==> config.mk <==
export PLATFORM = sky130hd
export DESIGN_NAME = rxq_frame_fifo
export DESIGN_NICKNAME = d
export VERILOG_FILES = /design/src/rtl/rxq_pkg.sv /design/src/rtl/rxq_cfg.sv /design/src/rtl/rxq_store.sv /design/src/rtl/rxq_frame_timer.sv /design/src/rtl/rxq_frame_fifo.sv
export SDC_FILE = /design/constraint.sdc
export NUM_CORES = 1
export LEC_CHECK = 0
export BUFFER_PORTS_ARGS = -buffer_cell sky130_fd_sc_hd__buf_2
export CAP_MARGIN = 20
export CORE_UTILIZATION = 55
export CTS_BUF_LIST = sky130_fd_sc_hd__clkbuf_2 sky130_fd_sc_hd__clkbuf_4 sky130_fd_sc_hd__clkbuf_8
export CTS_CLUSTER_SIZE = 24
export DETAILED_ROUTE_END_ITERATION = 10
export PLACE_DENSITY = 0.8
export SYNTH_ARGS = -nofsm -noshare
export SYNTH_HDL_FRONTEND = slang
export SYNTH_HIERARCHICAL = 1
export SYNTH_SLANG_ARGS = --single-unit
==> constraint.sdc <==
create_clock -name clk -period 15.7 [get_ports clk]
set_clock_uncertainty 0.1 [all_clocks]
set_input_delay 3.14 -clock clk [delete_from_list [all_inputs] [get_ports clk]]
set_output_delay 3.14 -clock clk [all_outputs]
set_load 0.005 [all_outputs]
==> src/rtl/rxq_pkg.sv <==
// Package: shared sizes and the configuration record for the receive queue.
// Assumes the frame limit must hold the value 4096, hence 13 bits.
package rxq_pkg;
    localparam int WORD_W    = 32;
    localparam int Q_DEPTH   = 8;
    localparam int MAX_FRAMES = 4096;
    localparam int TMO_W     = $clog2(MAX_FRAMES + 1);

    typedef struct packed {
        logic             hold_mode;
        logic [TMO_W-1:0] frame_limit;
    } rxq_cfg_t;
endpackage

==> src/rtl/rxq_cfg.sv <==
// Module: configuration holder. Loads the mode bit and frame limit on cfg_we.
// Produces a same-cycle flush request when a load changes the mode bit.
// Assumes cfg_we is a single-cycle strobe from the register side.
module rxq_cfg
    import rxq_pkg::*;
(
    input  logic             clk,
    input  logic             rst_n,
    input  logic             cfg_we,
    input  logic             cfg_hold,
    input  logic [TMO_W-1:0] cfg_frame_limit,
    output rxq_cfg_t         cfg_q,
    output logic             flush
);
    // Flush request: a load that flips the storage mode.
    always_comb begin
        flush = cfg_we && (cfg_hold != cfg_q.hold_mode);
    end

    // Configuration register with zero reset.
    always_ff @(posedge clk) begin
        if (!rst_n) begin
            cfg_q <= '0;
        end else if (cfg_we) begin
            cfg_q.hold_mode   <= cfg_hold;
            cfg_q.frame_limit <= cfg_frame_limit;
        end
    end


    mode_flip_flush_chk: assert property (@(posedge clk) disable iff (!rst_n)
        (cfg_we && cfg_hold != cfg_q.hold_mode) |-> flush);
endmodule

==> src/rtl/rxq_store.sv <==
// Module: word storage with a mode-dependent capacity. One circular array
// serves both modes. In holding mode the capacity is capped at one entry.
// Read data is shown ahead from the head entry. Assumes flush is raised only
// together with a mode change, so the level never exceeds the new capacity.
module rxq_store #(
    parameter int DATA_W = 32,
    parameter int DEPTH  = 8
) (
    input  logic              clk,
    input  logic              rst_n,
    input  logic              hold_mode,
    input  logic              flush,
    input  logic              ovr_clr,
    input  logic              wr_valid,
    input  logic [DATA_W-1:0] wr_data,
    input  logic              rd_req,
    output logic [DATA_W-1:0] rd_data,
    output logic              wr_acc,
    output logic              rd_acc,
    output logic              empty,
    output logic              full,
    output logic              overrun
);
    localparam int AW    = (DEPTH > 1) ? $clog2(DEPTH) : 1;
    localparam int CNT_W = $clog2(DEPTH + 1);

    logic [DATA_W-1:0] mem [DEPTH];
    logic [AW-1:0]     wr_ptr;
    logic [AW-1:0]     rd_ptr;
    logic [CNT_W-1:0]  level;
    logic [CNT_W-1:0]  cap;

    // Advance a pointer with wrap at DEPTH (any depth, not only powers of two).
    function automatic logic [AW-1:0] bump(input logic [AW-1:0] p);
        return (p == AW'(DEPTH - 1)) ? '0 : p + 1'b1;
    endfunction

    // Capacity and status decode.
    always_comb begin
        cap    = hold_mode ? CNT_W'(1) : CNT_W'(DEPTH);
        full   = (level >= cap);
        empty  = (level == '0);
        wr_acc = wr_valid && !full && !flush;
        rd_acc = rd_req && !empty && !flush;
    end

    // Show-ahead read of the head entry.
    always_comb begin
        rd_data = mem[rd_ptr];
    end

    // Entry writes at the tail pointer.
    always_ff @(posedge clk) begin
        for (int i = 0; i < DEPTH; i++) begin
            if (wr_acc && wr_ptr == AW'(i)) begin
                mem[i] <= wr_data;
            end
        end
    end

    // Pointer and level bookkeeping, with flush to the empty state.
    always_ff @(posedge clk) begin
        if (!rst_n || flush) begin
            wr_ptr <= '0;
            rd_ptr <= '0;
            level  <= '0;
        end else begin
            if (wr_acc) wr_ptr <= bump(wr_ptr);
            if (rd_acc) rd_ptr <= bump(rd_ptr);
            case ({wr_acc, rd_acc})
                2'b10:   level <= level + 1'b1;
                2'b01:   level <= level - 1'b1;
                default: level <= level;
            endcase
        end
    end

    // Sticky overrun: set by a refused write, cleared by a configuration load.
    always_ff @(posedge clk) begin
        if (!rst_n || ovr_clr) begin
            overrun <= 1'b0;
        end else if (wr_valid && full) begin
            overrun <= 1'b1;
        end
    end


    drop_when_full_chk: assert property (@(posedge clk) disable iff (!rst_n)
        (wr_valid && full && !rd_req && !flush) |=> (full && level == $past(level)));

    overrun_sticky_chk: assert property (@(posedge clk) disable iff (!rst_n)
        (overrun && !ovr_clr) |=> overrun);

    hold_single_chk: assert property (@(posedge clk) disable iff (!rst_n)
        (hold_mode && !empty) |-> full);

    flush_empty_chk: assert property (@(posedge clk) disable iff (!rst_n)
        flush |=> empty);

    empty_read_idle_chk: assert property (@(posedge clk) disable iff (!rst_n)
        (empty && rd_req && !wr_valid) |=> empty);
endmodule

==> src/rtl/rxq_frame_timer.sv <==
// Module: frame-counted timeout. Counts frame sync pulses while data waits
// and no write arrives, and raises the interrupt when the count reaches the
// programmed limit. A limit of zero disables it. After firing it stays
// quiet until a fresh write re-arms it. Assumes frame_sync is one cycle wide.
module rxq_frame_timer
    import rxq_pkg::*;
(
    input  logic             clk,
    input  logic             rst_n,
    input  logic             frame_sync,
    input  logic             wr_acc,
    input  logic             rd_acc,
    input  logic             empty,
    input  logic             cfg_we,
    input  logic [TMO_W-1:0] frame_limit,
    output logic             tmo_irq
);
    logic [TMO_W-1:0] frames;
    logic             spent;
    logic             enabled;
    logic             counting;
    logic             fire;

    // Counting conditions and the firing event.
    always_comb begin
        enabled  = (frame_limit != '0);
        counting = frame_sync && enabled && !empty && !spent && !wr_acc && !cfg_we;
        fire     = counting && ((frames + 1'b1) == frame_limit);
    end

    // Frame counter: restarted by writes, an empty queue or a configuration load.
    always_ff @(posedge clk) begin
        if (!rst_n || wr_acc || empty || cfg_we) begin
            frames <= '0;
        end else if (counting) begin
            frames <= frames + 1'b1;
        end
    end

    // Re-arm flag: set on firing, cleared by the next accepted write.
    always_ff @(posedge clk) begin
        if (!rst_n || wr_acc) begin
            spent <= 1'b0;
        end else if (fire) begin
            spent <= 1'b1;
        end
    end

    // Interrupt: held until a read or a configuration load clears it.
    always_ff @(posedge clk) begin
        if (!rst_n || rd_acc || cfg_we) begin
            tmo_irq <= 1'b0;
        end else if (fire) begin
            tmo_irq <= 1'b1;
        end
    end


    no_irq_when_off_chk: assert property (@(posedge clk) disable iff (!rst_n)
        (frame_limit == '0) |-> !tmo_irq);

    irq_needs_sync_chk: assert property (@(posedge clk) disable iff (!rst_n)
        $rose(tmo_irq) |-> $past(frame_sync));

    irq_has_data_chk: assert property (@(posedge clk) disable iff (!rst_n)
        tmo_irq |-> !empty);

    irq_clear_chk: assert property (@(posedge clk) disable iff (!rst_n)
        (rd_acc || cfg_we) |=> !tmo_irq);

    empty_holds_zero_chk: assert property (@(posedge clk) disable iff (!rst_n)
        empty |=> (frames == '0));
endmodule

==> src/rtl/rxq_frame_fifo.sv <==
// Module: top of the audio receive queue. Ties the configuration holder,
// the word storage and the frame timer together. Assumes single-clock use
// with the slot packer, reader and frame pulse all synchronous to clk.
module rxq_frame_fifo
    import rxq_pkg::*;
#(
    parameter int DATA_W = WORD_W,
    parameter int DEPTH  = Q_DEPTH
) (
    input  logic              clk,
    input  logic              rst_n,
    input  logic              wr_valid,
    input  logic [DATA_W-1:0] wr_data,
    input  logic              rd_req,
    output logic [DATA_W-1:0] rd_data,
    input  logic              frame_sync,
    input  logic              cfg_we,
    input  logic              cfg_hold,
    input  logic [TMO_W-1:0]  cfg_frame_limit,
    output logic              empty,
    output logic              full,
    output logic              tmo_irq,
    output logic              overrun
);
    rxq_cfg_t cfg_q;
    logic     flush;
    logic     wr_acc;
    logic     rd_acc;

    rxq_cfg u_cfg (
        .clk             (clk),
        .rst_n           (rst_n),
        .cfg_we          (cfg_we),
        .cfg_hold        (cfg_hold),
        .cfg_frame_limit (cfg_frame_limit),
        .cfg_q           (cfg_q),
        .flush           (flush)
    );

    rxq_store #(
        .DATA_W (DATA_W),
        .DEPTH  (DEPTH)
    ) u_store (
        .clk       (clk),
        .rst_n     (rst_n),
        .hold_mode (cfg_q.hold_mode),
        .flush     (flush),
        .ovr_clr   (cfg_we),
        .wr_valid  (wr_valid),
        .wr_data   (wr_data),
        .rd_req    (rd_req),
        .rd_data   (rd_data),
        .wr_acc    (wr_acc),
        .rd_acc    (rd_acc),
        .empty     (empty),
        .full      (full),
        .overrun   (overrun)
    );

    rxq_frame_timer u_timer (
        .clk         (clk),
        .rst_n       (rst_n),
        .frame_sync  (frame_sync),
        .wr_acc      (wr_acc),
        .rd_acc      (rd_acc),
        .empty       (empty),
        .cfg_we      (cfg_we),
        .frame_limit (cfg_q.frame_limit),
        .tmo_irq     (tmo_irq)
    );
endmodule

==> qor.yml <==
worst_setup_path:
  endpoint_kind: "primary output"
  crit_chain: "buf_4, mux4_2, mux2_2, buf_2"
  cp_max_fo: 48
  cp_num_buf_inv: 2
  start_kind: "flop"
  critical-path-max-stage-delay_ns: 0.80
  critPathSlowestCell: "buf_4"
  critical-path-top-delay-family: "buffers and inverters"
  critPathArrivalTime_ns: 2.97
  cp.required_ns: 12.46
  criticalPathCategory: "reg -> out"
cells_and_area:
  stdcell_count: 1068
  final_cell_area_um2: 13700
  fin_nets: 819
  area_growth_pct: 13.5
  layout-drive-gt1-share_pct: 36.5
timing:
  setup_viol: 0
  slew-limit-headroom_pct: 29.5
  hold_viol_final: 0
  rsz0062_at_grt: "no"
  timing.final.crit_share_pct: 39.6
  fin_tns_setup_ns: 0
  period_needed_ns: 6.21
  worstMarginPinSlew_ns: 1.06
  max_freq_mhz: 161
  finalMaxSlewViolations: 0
  worst_hold_slack_ns: 0.381
floorplan:
  ios: 88
  die-width_um: 150
  die-area_um2: 22600
  dieHeight_um: 150
  start_util_pct: 56.8
  row_count: 53
  coreArea_um2: 21300
placement:
  placed_area_um2: 12800
  place_hpwl_um: 13100
  dpl.cell_count: 980
  routabilityCongestion: 0.838
  portBuffers: 87
drt:
  wl_um: 22500
  viasPerCell: 5.75
  vias: 6139
  drc: 0
  wire_per_inst_um: 21.1
  drt_first_iter_violations: 400
  ant_nets: 0
  drt_first_pass_iters: 5
synthesis:
  yosys.area.top_type_share_pct: 63.6
  synth-seq-area-share_pct: 70.7
  synth.area.top_cells: "edfxtp_1 64%, mux4_2 12%, dfxtp_1 7.1%, mux2_2 3.0%, mux2i_1 1.6%"
  synthFlopType: "edfxtp_1"
  synth_area_leader_cell: "edfxtp_1"
  synth_cell_types: 55
  async_reset_ff_share_pct: 0
  syn-instance-count: 643
  synth_edf_count: 256
  avgSynthCellArea_um2: 18.8
  synth_most_common_cell: "edfxtp_1"
  syn_nets: 709
  synthTopCellsByCount: "256 x edfxtp_1, 64 x mux4_2, 43 x dfxtp_1"
  synth_area_um2: 12100
  yosysWarnings: 6
  ys_ff_latch: 299
cts:
  cts_tree: "built"
  cts.sinks: 299
  cts_hold_buf: 0
  cts_setup_buffers: 0
  clockRootBuffer: "clkbuf_8"
  clock_path_buffers: 3
  path_clk_slew_ns: 0.06
  cts_buffers: 46
  clkLatencyLatePin_ns: 0.55
  cts.htree.levels: 2
  ctsResizeCount: 0
run_status:
  status: "complete, no violations"
pwr:
  leakagePower_nw: 4.60
  peakVddDrop_mv: 0.0616
  powerDensity_nw_per_um2: 120
  p_total_mw: 1.64
run:
  cap_viol_max_count: 0
grt:
  grt_overflow_total: 0
  track_usage_pct: 20.7
  grt_max_degree: 49
  grt_pass1_wl_um: 34800
  antenna_found_initial: 2
  grt_pass1_vias: 6569
hold_path:
  hp-class: "reg -> reg"
-- report_power, final --
part / switching [mW] / total, mW / leakage [nW] / internal [mW]
logic: 0.0621 / 0.125 / 1.45 / 0.0632
registers: 0.0121 / 0.894 / 2.67 / 0.882
clock network: 0.284 / 0.622 / 0.484 / 0.338
-- kinds of logic after synthesis --
kind of cell / after synthesis / share of synthesized area (%)
XOR/XNOR: 33 / 2.39
adder cells (fa/ha/maj): 14 / 1.45
buffers and inverters: 42 / 1.70
AO/OA/AOI/OAI: 27 / 1.77
multiplexers: 115 / 16.5
AND/OR/NAND/NOR: 113 / 5.47
flip-flops: 299 / 70.7
-- final timing paths --
kind,from,end,slack [ns],cells after the start
worst min-delay path,u_timer/tmo_irq,u_timer/tmo_irq,0.38,1
worst min register to register,u_timer/tmo_irq,u_timer/tmo_irq,0.38,1
worst max-delay path,flop,rd_data[2],9.49,4
worst max register to register,u_store/level[0],u_store/level[2],12.21,13
-- cell usage in the layout, fill, tap and decap left out, drive strengths merged, types with 9 or more instances in the layout --
master	synthesis	routed
nand4	10	10
nor4	9	9
edfxtp	256	256
inv	9	11
mux2i	19	19
dfxtp	43	43
ha	14	14
clkbuf	18	63
xor2	20	20
clkinv	0	19
nor2	29	29
nor2b	17	17
xnor2	13	13
buf	15	95
mux4	64	64
mux2	32	32
nand2	11	11
-- flip-flops by register name, indices dropped and copies added, names as in the netlist, named ones only --
| register | cells |
|---|---|
| u_timer/frames | 13 |
| u_store/overrun | 1 |
| u_store/wr_ptr | 3 |
| u_store/mem | 256 |
| u_timer/spent | 1 |
| u_store/rd_ptr | 3 |
| u_cfg/cfg_q | 14 |
| u_timer/tmo_irq | 1 |
| u_store/level | 4 |
-- through the flow --
stage               worst slack [ns]  util, %
global route                    9.25     64.4
detailed placement              9.97     60.1
CTS                             9.38     64.4
finish                          9.49     64.4
global placement               10.03     60.1
floorplan                       8.32        -
-- area by class of cell --
cell class              count  area [um^2]
diodes                      3         7.51
clock buffers              63          773
clock inverters            22          128
fillers                  1426         7580
inverters                   9         33.8
multi-input cells         302         3370
flip-flops and latches    299         8550
well taps                 275          344
repair buffers             95          495
-- layer usage --
layer | global-route usage [%] | wire, um | share of wire, % | vias to the layer above
li1 | - | - | - | 2799
met1 | 25.3 | 8980 | 40 | 3123
met2 | 36.4 | 11800 | 53 | 183
met3 | 4.36 | 1340 | 5.9 | 34
met4 | 7.63 | 350 | 1.6 | 0
met5 | 0 | 0 | 0 | -
Power figures use the tool's default switching activity.
